$ cat config.mk
export PLATFORM = sky130hd
export DESIGN_NAME = stepper_seq
export DESIGN_NICKNAME = d
export VERILOG_FILES = /design/src/rtl/stepper_pkg.sv /design/src/rtl/switch_tail_core.sv /design/src/rtl/switch_tail_decode.sv /design/src/rtl/wrap_ctrl.sv /design/src/rtl/stepper_seq.sv
export SDC_FILE = /design/constraint.sdc
export NUM_CORES = 1
export LEC_CHECK = 0
export CAP_MARGIN = 20
export CORE_UTILIZATION = 45
export DETAILED_ROUTE_END_ITERATION = 12
export GPL_TIMING_DRIVEN = 0
export PLACE_DENSITY = 0.71
export SYNTH_ARGS = -nofsm -noshare
export SYNTH_HDL_FRONTEND = slang
export SYNTH_SLANG_ARGS = --single-unit
$ cat constraint.sdc
create_clock -name clk -period 1.7 [get_ports clk]
set_clock_uncertainty 0.2 [all_clocks]
set_input_delay 0.34 -clock clk [delete_from_list [all_inputs] [get_ports clk]]
set_output_delay 0.34 -clock clk [all_outputs]
set_load 0.02 [all_outputs]
$ cat src/rtl/stepper_pkg.sv
package stepper_pkg;

  typedef enum logic {
    MODE_3PH = 1'b0,
    MODE_4PH = 1'b1
  } phase_mode_e;

  localparam int unsigned LAST_3PH = 2;
  localparam int unsigned LAST_4PH = 3;

endpackage

$ cat src/rtl/switch_tail_core.sv
module switch_tail_core #(
  parameter int unsigned STAGES = 5
) (
  input  logic              clk,
  input  logic              rst,
  input  logic              en,
  input  logic              wrap,
  output logic [STAGES-1:0] nxt
);

  logic [STAGES-1:0] stage_q;
  logic [STAGES-1:0] shifted;

  // stage 0 takes the inverted last stage; the others shift along
  assign shifted = {stage_q[STAGES-2:0], ~stage_q[STAGES-1]};

  always_comb begin
    if (rst || wrap) nxt = '0;
    else if (en)     nxt = shifted;
    else             nxt = stage_q;
  end

  always_ff @(posedge clk) begin
    stage_q <= nxt;
  end

endmodule

$ cat src/rtl/switch_tail_decode.sv
module switch_tail_decode #(
  parameter int unsigned STAGES  = 5,
  localparam int unsigned NUM_OUT = 2 * STAGES
) (
  input  logic [STAGES-1:0]  stages,
  output logic [NUM_OUT-1:0] lines
);

  // every state is picked out by a two-input gate on adjacent stages
  for (genvar k = 0; k < NUM_OUT; k++) begin : g_dec
    if (k == 0) begin : g_first
      assign lines[k] = ~stages[0] & ~stages[STAGES-1];
    end else if (k < STAGES) begin : g_fill
      assign lines[k] = stages[k-1] & ~stages[k];
    end else if (k == STAGES) begin : g_full
      assign lines[k] = stages[0] & stages[STAGES-1];
    end else begin : g_drain
      assign lines[k] = ~stages[k-STAGES-1] & stages[k-STAGES];
    end
  end

endmodule

$ cat src/rtl/wrap_ctrl.sv
module wrap_ctrl
  import stepper_pkg::*;
#(
  parameter int unsigned NUM_OUT = 10
) (
  input  logic               clk,
  input  logic               rst,
  input  logic               en,
  input  logic               four_phase,
  input  logic [NUM_OUT-1:0] cur,
  output logic               wrap
);

  phase_mode_e mode_q;
  logic        at_last;

  assign at_last = (mode_q == MODE_4PH) ? cur[LAST_4PH] : cur[LAST_3PH];
  assign wrap    = en & at_last & ~rst;

  always_ff @(posedge clk) begin
    if (rst || wrap) mode_q <= phase_mode_e'(four_phase);
  end

  AST_MODE_HELD: assert property (@(posedge clk) disable iff (rst)
    !wrap |=> $stable(mode_q));

  AST_WRAP_TO_ZERO: assert property (@(posedge clk) disable iff (rst)
    wrap |=> cur[0]);

endmodule

$ cat src/rtl/stepper_seq.sv
module stepper_seq #(
  parameter int unsigned STAGES  = 5,
  localparam int unsigned NUM_OUT = 2 * STAGES
) (
  input  logic               clk,
  input  logic               rst,
  input  logic               en,
  input  logic               four_phase,
  output logic [NUM_OUT-1:0] step
);

  logic [STAGES-1:0]  nxt;
  logic [NUM_OUT-1:0] nxt_lines;
  logic               wrap;

  switch_tail_core #(.STAGES(STAGES)) u_core (
    .clk (clk),
    .rst (rst),
    .en  (en),
    .wrap(wrap),
    .nxt (nxt)
  );

  switch_tail_decode #(.STAGES(STAGES)) u_dec (
    .stages(nxt),
    .lines (nxt_lines)
  );

  wrap_ctrl #(.NUM_OUT(NUM_OUT)) u_wrap (
    .clk       (clk),
    .rst       (rst),
    .en        (en),
    .four_phase(four_phase),
    .cur       (step),
    .wrap      (wrap)
  );

  // registered lines always equal the decode of the stage register
  always_ff @(posedge clk) begin
    step <= nxt_lines;
  end

  AST_RESET_Q0: assert property (@(posedge clk)
    rst |=> (step == NUM_OUT'(1)));

  AST_ONE_HOT: assert property (@(posedge clk) disable iff (rst)
    $countones(step) == 1);

  AST_UPPER_LOW: assert property (@(posedge clk) disable iff (rst)
    step[NUM_OUT-1:4] == '0);

  AST_HOLD: assert property (@(posedge clk) disable iff (rst)
    !en |=> $stable(step));

  AST_ADVANCE: assert property (@(posedge clk) disable iff (rst)
    (en && step[0]) |=> step[1]);

endmodule

==> impl_metrics.json, run 1 <==
{
  "outcome": "complete, no violations",
  "sw_frac_of_total_pct": 23.94,
  "path_clk_slew_ns": 0.09,
  "power_leakage_uw": 0.0003213,
  "row_count": 12,
  "ys_seq_area_share_pct": 54.77,
  "dp_slack_ns": -0.1024,
  "p_sw_uw": 161.1,
  "antenna_found_initial": 0,
  "grt_pass1_wl_um": 1690,
  "met2_usage_pct": 26.67,
  "critPathKind": "flop to flop",
  "grt_usage_pct": 17.45,
  "finalCritPeriodShare_pct": 96.96,
  "synthTopCellsByArea": "dfxtp_1 50%, nor2_1 6.8%, o22a_1 5.8%",
  "drtIter0Drc": 17,
  "crit_fanout": 7,
  "critPathArrivalTime_ns": 1.62,
  "drive_gt1_share_pct": 8.750,
  "setup_viol_count_final": 0,
  "pwr-share-comb_pct": 9.9,
  "clk_latency_ns": 0.28,
  "core-area_um2": 1171,
  "path_delay_family": "flip-flops",
  "clkPwrFrac_pct": 31.0,
  "max-vdd-ir-drop_v": 0.0006556,
  "route.detailed.drc": 0,
  "synthCells": 64,
  "dieArea_um2": 1491,
  "endpoint_kind": "flop",
  "timing.setup.tns_ns": 0,
  "worst_path_max_delay_cell": "edfxtp_1",
  "fp.dieW_um": 38.61,
  "die_h_um": 38.61,
  "rsz0062_at_grt": "false",
  "area_growth_pct": 25.10,
  "drv_slew": 0,
  "cts_tree": "yes",
  "syn-num-nets": 68,
  "crit_buf_inv": 0,
  "ctsHtreeMaxLevel": 1,
  "cts_root_buf": "clkbuf_4",
  "max_slew.worst_pin.slew_ns": 0.3148,
  "grt_pass1_vias": 411,
  "yosysTopAreaCellShare_pct": 49.79,
  "ioPinCount": 14,
  "num_vias": 483,
  "async_reset_ff_share_pct": 0,
  "period_needed_ns": 1.648,
  "yosys_warnings": 0,
  "netlist_area_um2": 603.1,
  "synth.avg_cell_area_um2": 9.423,
  "synth_top_cell_by_area": "dfxtp_1",
  "cp.required_ns": 1.67,
  "gr-usage-met1_pct": 20.29,
  "cts.sinks": 16,
  "start_kind": "flop",
  "postLayoutCellArea_um2": 754.5,
  "yosysMostFrequentCell": "dfxtp_1",
  "first_pass_iters": 4,
  "place_congestion": 0.7317,
  "p_int_uw": 511.8,
  "cap_violations": 0,
  "initial_utilization_pct": 51.50,
  "synth-main-ff-cell": "dfxtp_1",
  "ys_ff_latch": 16,
  "rrSetupSlack_ns": 0.05,
  "slew_headroom_pct": 79.02,
  "post_cts_buffers": 0,
  "path_cells": "mux2_4 > a21o_1 > or3_1",
  "ys_types": 18,
  "grt.met3_usage_pct": 10.40,
  "placed_area_um2": 740.7,
  "cp_slowest_stage_delay_ns": 0.40,
  "grt_start_max_net_pins": 11,
  "cts_buffer_depth": 2,
  "antenna_cells": 0,
  "totalWireLength_um": 1094,
  "nNetsFinal": 85,
  "fmax_mhz": 606.7,
  "drtAntennaViolNets": 0,
  "synthTopCellsByCount": "15 x dfxtp_1, 11 x nor2_1, 6 x a21oi_1",
  "seqPwrFrac_pct": 59.2,
  "finalHoldViolCount": 0,
  "avgViaCountPerCell": 5.138,
  "port-buffer-count": 12,
  "hold_path_class": "primary input to flop",
  "fin_util_pct": 64.42,
  "cts_buffers": 3,
  "holdBufCountCts": 0,
  "worst_slack_ns": 0.05164,
  "overflow": 0,
  "wl_per_cell_um": 11.64,
  "grt.busiest_layer": "met2",
  "powerDensity_nw_per_um2": 891.8,
  "dp_hpwl_um": 742.2,
  "synth_edf_count": 1
}
-- logic make-up after synthesis --
logic type             synth area share (%)
AOI/OAI and AO/OA                     16.60
buffers and inverters                 3.111
DFF                                   54.77
muxes                                 2.489
and+or+nand+nor                       23.03
-- registers in the layout, indices dropped and copies added (netlist names) --
signal and cells:
step 10, u_wrap.mode_q 1, u_core.stage_q 5
-- through the flow --
step | power (µW) | instances | hold slack [ns]
2_1_floorplan | 451.8 | 64 | 0.2389
4_1_cts | 679.0 | 94 | 0.2028
3_3_place_gp | 478.2 | 90 | 0.3548
5_1_grt | 697.5 | 94 | 0.2192
6_report | 672.9 | 94 | 0.2124
3_5_place_dp | 479.0 | 90 | 0.3589
-- cell usage in the layout (no fill, tap or decap), drive strengths merged --
cell and n:
a21oi 6, nor3b 1, nand3b 4, o22a 4, clkdlybuf4s50 2, o21ai 1
clkbuf 5, nand2b 4, o21a 3, nor2 11, a21o 1, nor3 1
nand2 5, dfxtp 15, nand3 1, mux2 1, dlygate4sd2 10, or3 1
buf 3, edfxtp 1
-- final timing paths --
| path | from | end | cells after the start |
|---|---|---|---|
| hold reg to reg | u_core.stage_q[1] | u_core.stage_q[2] | 2 |
| hold / removal | en | u_core.stage_q[2] | 3 |
| setup / recovery | u_wrap.mode_q | step[0] | 3 |
| setup reg to reg | u_wrap.mode_q | step[0] | 3 |
-- worst register-to-register path, cell delays in order, from the launching register on --
cell      delay, ns
edfxtp_1       0.40
mux2_4         0.30
a21o_1         0.25
or3_1          0.38
-- power by group through the flow --
stage	sequential [µW]	clock, µW	combinational (µW)
CTS	398	214	67.1
global placement	407	0	71.6
finish	398	208	66.5
detailed placement	407	0	71.7
global route	400	226	72.3
floorplan	415	0	37.0
-- metal layers --
layer / wire length (µm) / share of wire, % / up-vias
met5: 0 / 0 / -
met3: 56 / 5.1 / 0
met1: 521 / 48 / 223
met4: 0 / 0 / 0
met2: 517 / 47 / 12
li1: - / - / 248
-- timing repair --
action	CTS	global route
gates resized for setup	10	0
setup endpoints to repair	10	0
hold endpoints to repair	0	0
-- layout make-up --
type | count | area [µm²]
fill | 102 | 416.7
sequential | 16 | 330.3
multi-input combinational | 44 | 254.0
timing repair buffer | 12 | 107.6
clock buffer | 4 | 26.28
buffer | 4 | 18.77
tap | 14 | 17.52
Note: power is estimated with default switching activity, not from simulation.
==> inputs of run 2 (changes only) <==
Settings changed: CORE_MARGIN set to 1.
==> results of run 2 <==
Same layout as run 1: the final DEF is identical, and so are final timing and power.
==> inputs of run 3 (changes only) <==
Settings changed: CORE_UTILIZATION 45 to 34, PLACE_DENSITY 0.71 to 0.56.
==> run 3 against run 2 <==
  * Sequential share of layout area shrank 0.22 points
  * Sequential power about the same
  * Worst hold slack about the same
  * Register-to-register slack about the same
==> impl_metrics.json, run 3 (synthesis gave the netlist of run 1 again) <==
{
  "min_to": "u_core.stage_q[2]",
  "top_regs": "step (10), u_core.stage_q (5), u_wrap.mode_q (1)",
  "met2_usage_pct": 20.00,
  "ioPinCount": 14,
  "dpl.cell_count": 92,
  "holdCritStartpoint": "en",
  "slew_headroom_pct": 80.71,
  "nNetsFinal": 85,
  "antenna_cells": 0,
  "worst_path_max_delay_cell": "edfxtp_1",
  "period_needed_ns": 1.653,
  "cap_violations": 0,
  "cts_buffer_depth": 2,
  "cp_slowest_stage_delay_ns": 0.39,
  "path_delay_family": "flip-flops",
  "place_congestion": 0.7401,
  "setup_viol_count_final": 0,
  "gr-usage-met1_pct": 16.71,
  "drv_slew": 0,
  "die_h_um": 44.12,
  "powerDensity_nw_per_um2": 880.3,
  "grt_pass1_vias": 449,
  "grt.busiest_layer": "met2",
  "drtAntennaViolNets": 0,
  "r2r_cells": 3,
  "holdBufCountCts": 0,
  "grt_start_max_net_pins": 11,
  "port-buffer-count": 12,
  "power_leakage_uw": 0.0003201,
  "finalHoldViolCount": 0,
  "cts_root_buf": "clkbuf_4",
  "dieArea_um2": 1946,
  "timing.rr.end": "step[0]",
  "initial_utilization_pct": 38.25,
  "area_growth_pct": 25.73,
  "finalCritPeriodShare_pct": 97.25,
  "grt.met3_usage_pct": 4.082,
  "finalNonFillerCells": 96,
  "max-vdd-ir-drop_v": 0.0004226,
  "cts_tree": "yes",
  "largest_register_ffs": 10,
  "cts_buffers": 3,
  "fin_util_pct": 48.10,
  "core-area_um2": 1577,
  "ctsHtreeMaxLevel": 1,
  "antenna_found_initial": 0,
  "fp.dieW_um": 44.12,
  "wl_per_cell_um": 11.46,
  "avgViaCountPerCell": 5.031,
  "route.detailed.drc": 0,
  "worst_slack_ns": 0.04677,
  "endpoint_kind": "flop",
  "min_path_cells": 3,
  "outcome": "complete, no violations",
  "post_cts_resized": 10,
  "crit_buf_inv": 0,
  "cp.required_ns": 1.67,
  "grt_pass1_wl_um": 1863,
  "placed_area_um2": 743.2,
  "top_register": "step",
  "totalWireLength_um": 1100,
  "rr_startpoint": "u_wrap.mode_q",
  "critPathKind": "flop to flop",
  "path_clk_slew_ns": 0.09,
  "layout_common_cells": "15 x dfxtp_1, 11 x nor2_1, 10 x dlygate4sd2_1",
  "fmax_mhz": 604.9,
  "row_count": 14,
  "post_cts_buffers": 0,
  "grt_usage_pct": 13.46,
  "start_kind": "flop",
  "num_vias": 483,
  "first_pass_iters": 3,
  "power_uw": 667.5,
  "max_slew.worst_pin.slew_ns": 0.2894,
  "rrSetupSlack_ns": 0.05,
  "postLayoutCellArea_um2": 758.2,
  "drtIter0Drc": 8,
  "rsz0062_at_grt": "false",
  "cts.sinks": 16,
  "dp_slack_ns": -0.1158,
  "layout_commonest_cell": "dfxtp_1",
  "path_cells": "mux2_4 > a21o_2 > or3_1",
  "overflow": 0,
  "crit_fanout": 7,
  "dp_hpwl_um": 774.5,
  "clk_latency_ns": 0.28,
  "drive_gt1_share_pct": 10.00,
  "critPathArrivalTime_ns": 1.62,
  "hold_path_class": "primary input to flop"
}
## run 3: where the power goes
part / internal, µW / leakage, µW / switching (µW)
logic: 29.9 / 0.000173 / 36.7
clock network: 91.1 / 0.0000150 / 112
registers: 391 / 0.000132 / 6.87
total: 512 / 0.000320 / 155
## run 3: layout make-up
type,count,area [µm²]
Buffer,4,18.77
Clock buffer,4,26.28
Fill cell,158,818.3
Multi-Input combinational cell,44,255.2
Sequential cell,16,330.3
Tap cell,16,20.02
Timing Repair Buffer,12,107.6
## run 3: worst max-delay path by stage
| stage | to | cells past startpoint | startpoint |
|---|---|---|---|
| final | step[0] | 3 | u_wrap.mode_q |
| after global routing | step[0] | 3 | u_wrap.mode_q |
| after CTS | step[0] | 3 | u_wrap.mode_q |
| after detailed placement | u_wrap.mode_q | 3 | rst |
| after global placement | u_wrap.mode_q | 3 | rst |
| after floorplan | step[0] | 3 | u_wrap.mode_q |
## run 3: tightest hold or removal path, stage by stage
cell and delay [ns]:
buf_2 0.15, nand2_1 0.10, a21oi_1 0.06
## run 3: stage by stage
step,TNS [ns],hold slack (ns)
after floorplan,0,0.2389
after global placement,-0.1465,0.3596
after detailed placement,-0.1208,0.3625
after CTS,0,0.2099
after global routing,0,0.2347
final,0,0.2126
## run 3: metal layers
| metal | up-vias | wire length (µm) |
|---|---|---|
| li1 | 250 | - |
| met3 | 4 | 55 |
| met5 | - | 0 |
| met1 | 219 | 536 |
| met4 | 0 | 21 |
| met2 | 10 | 486 |
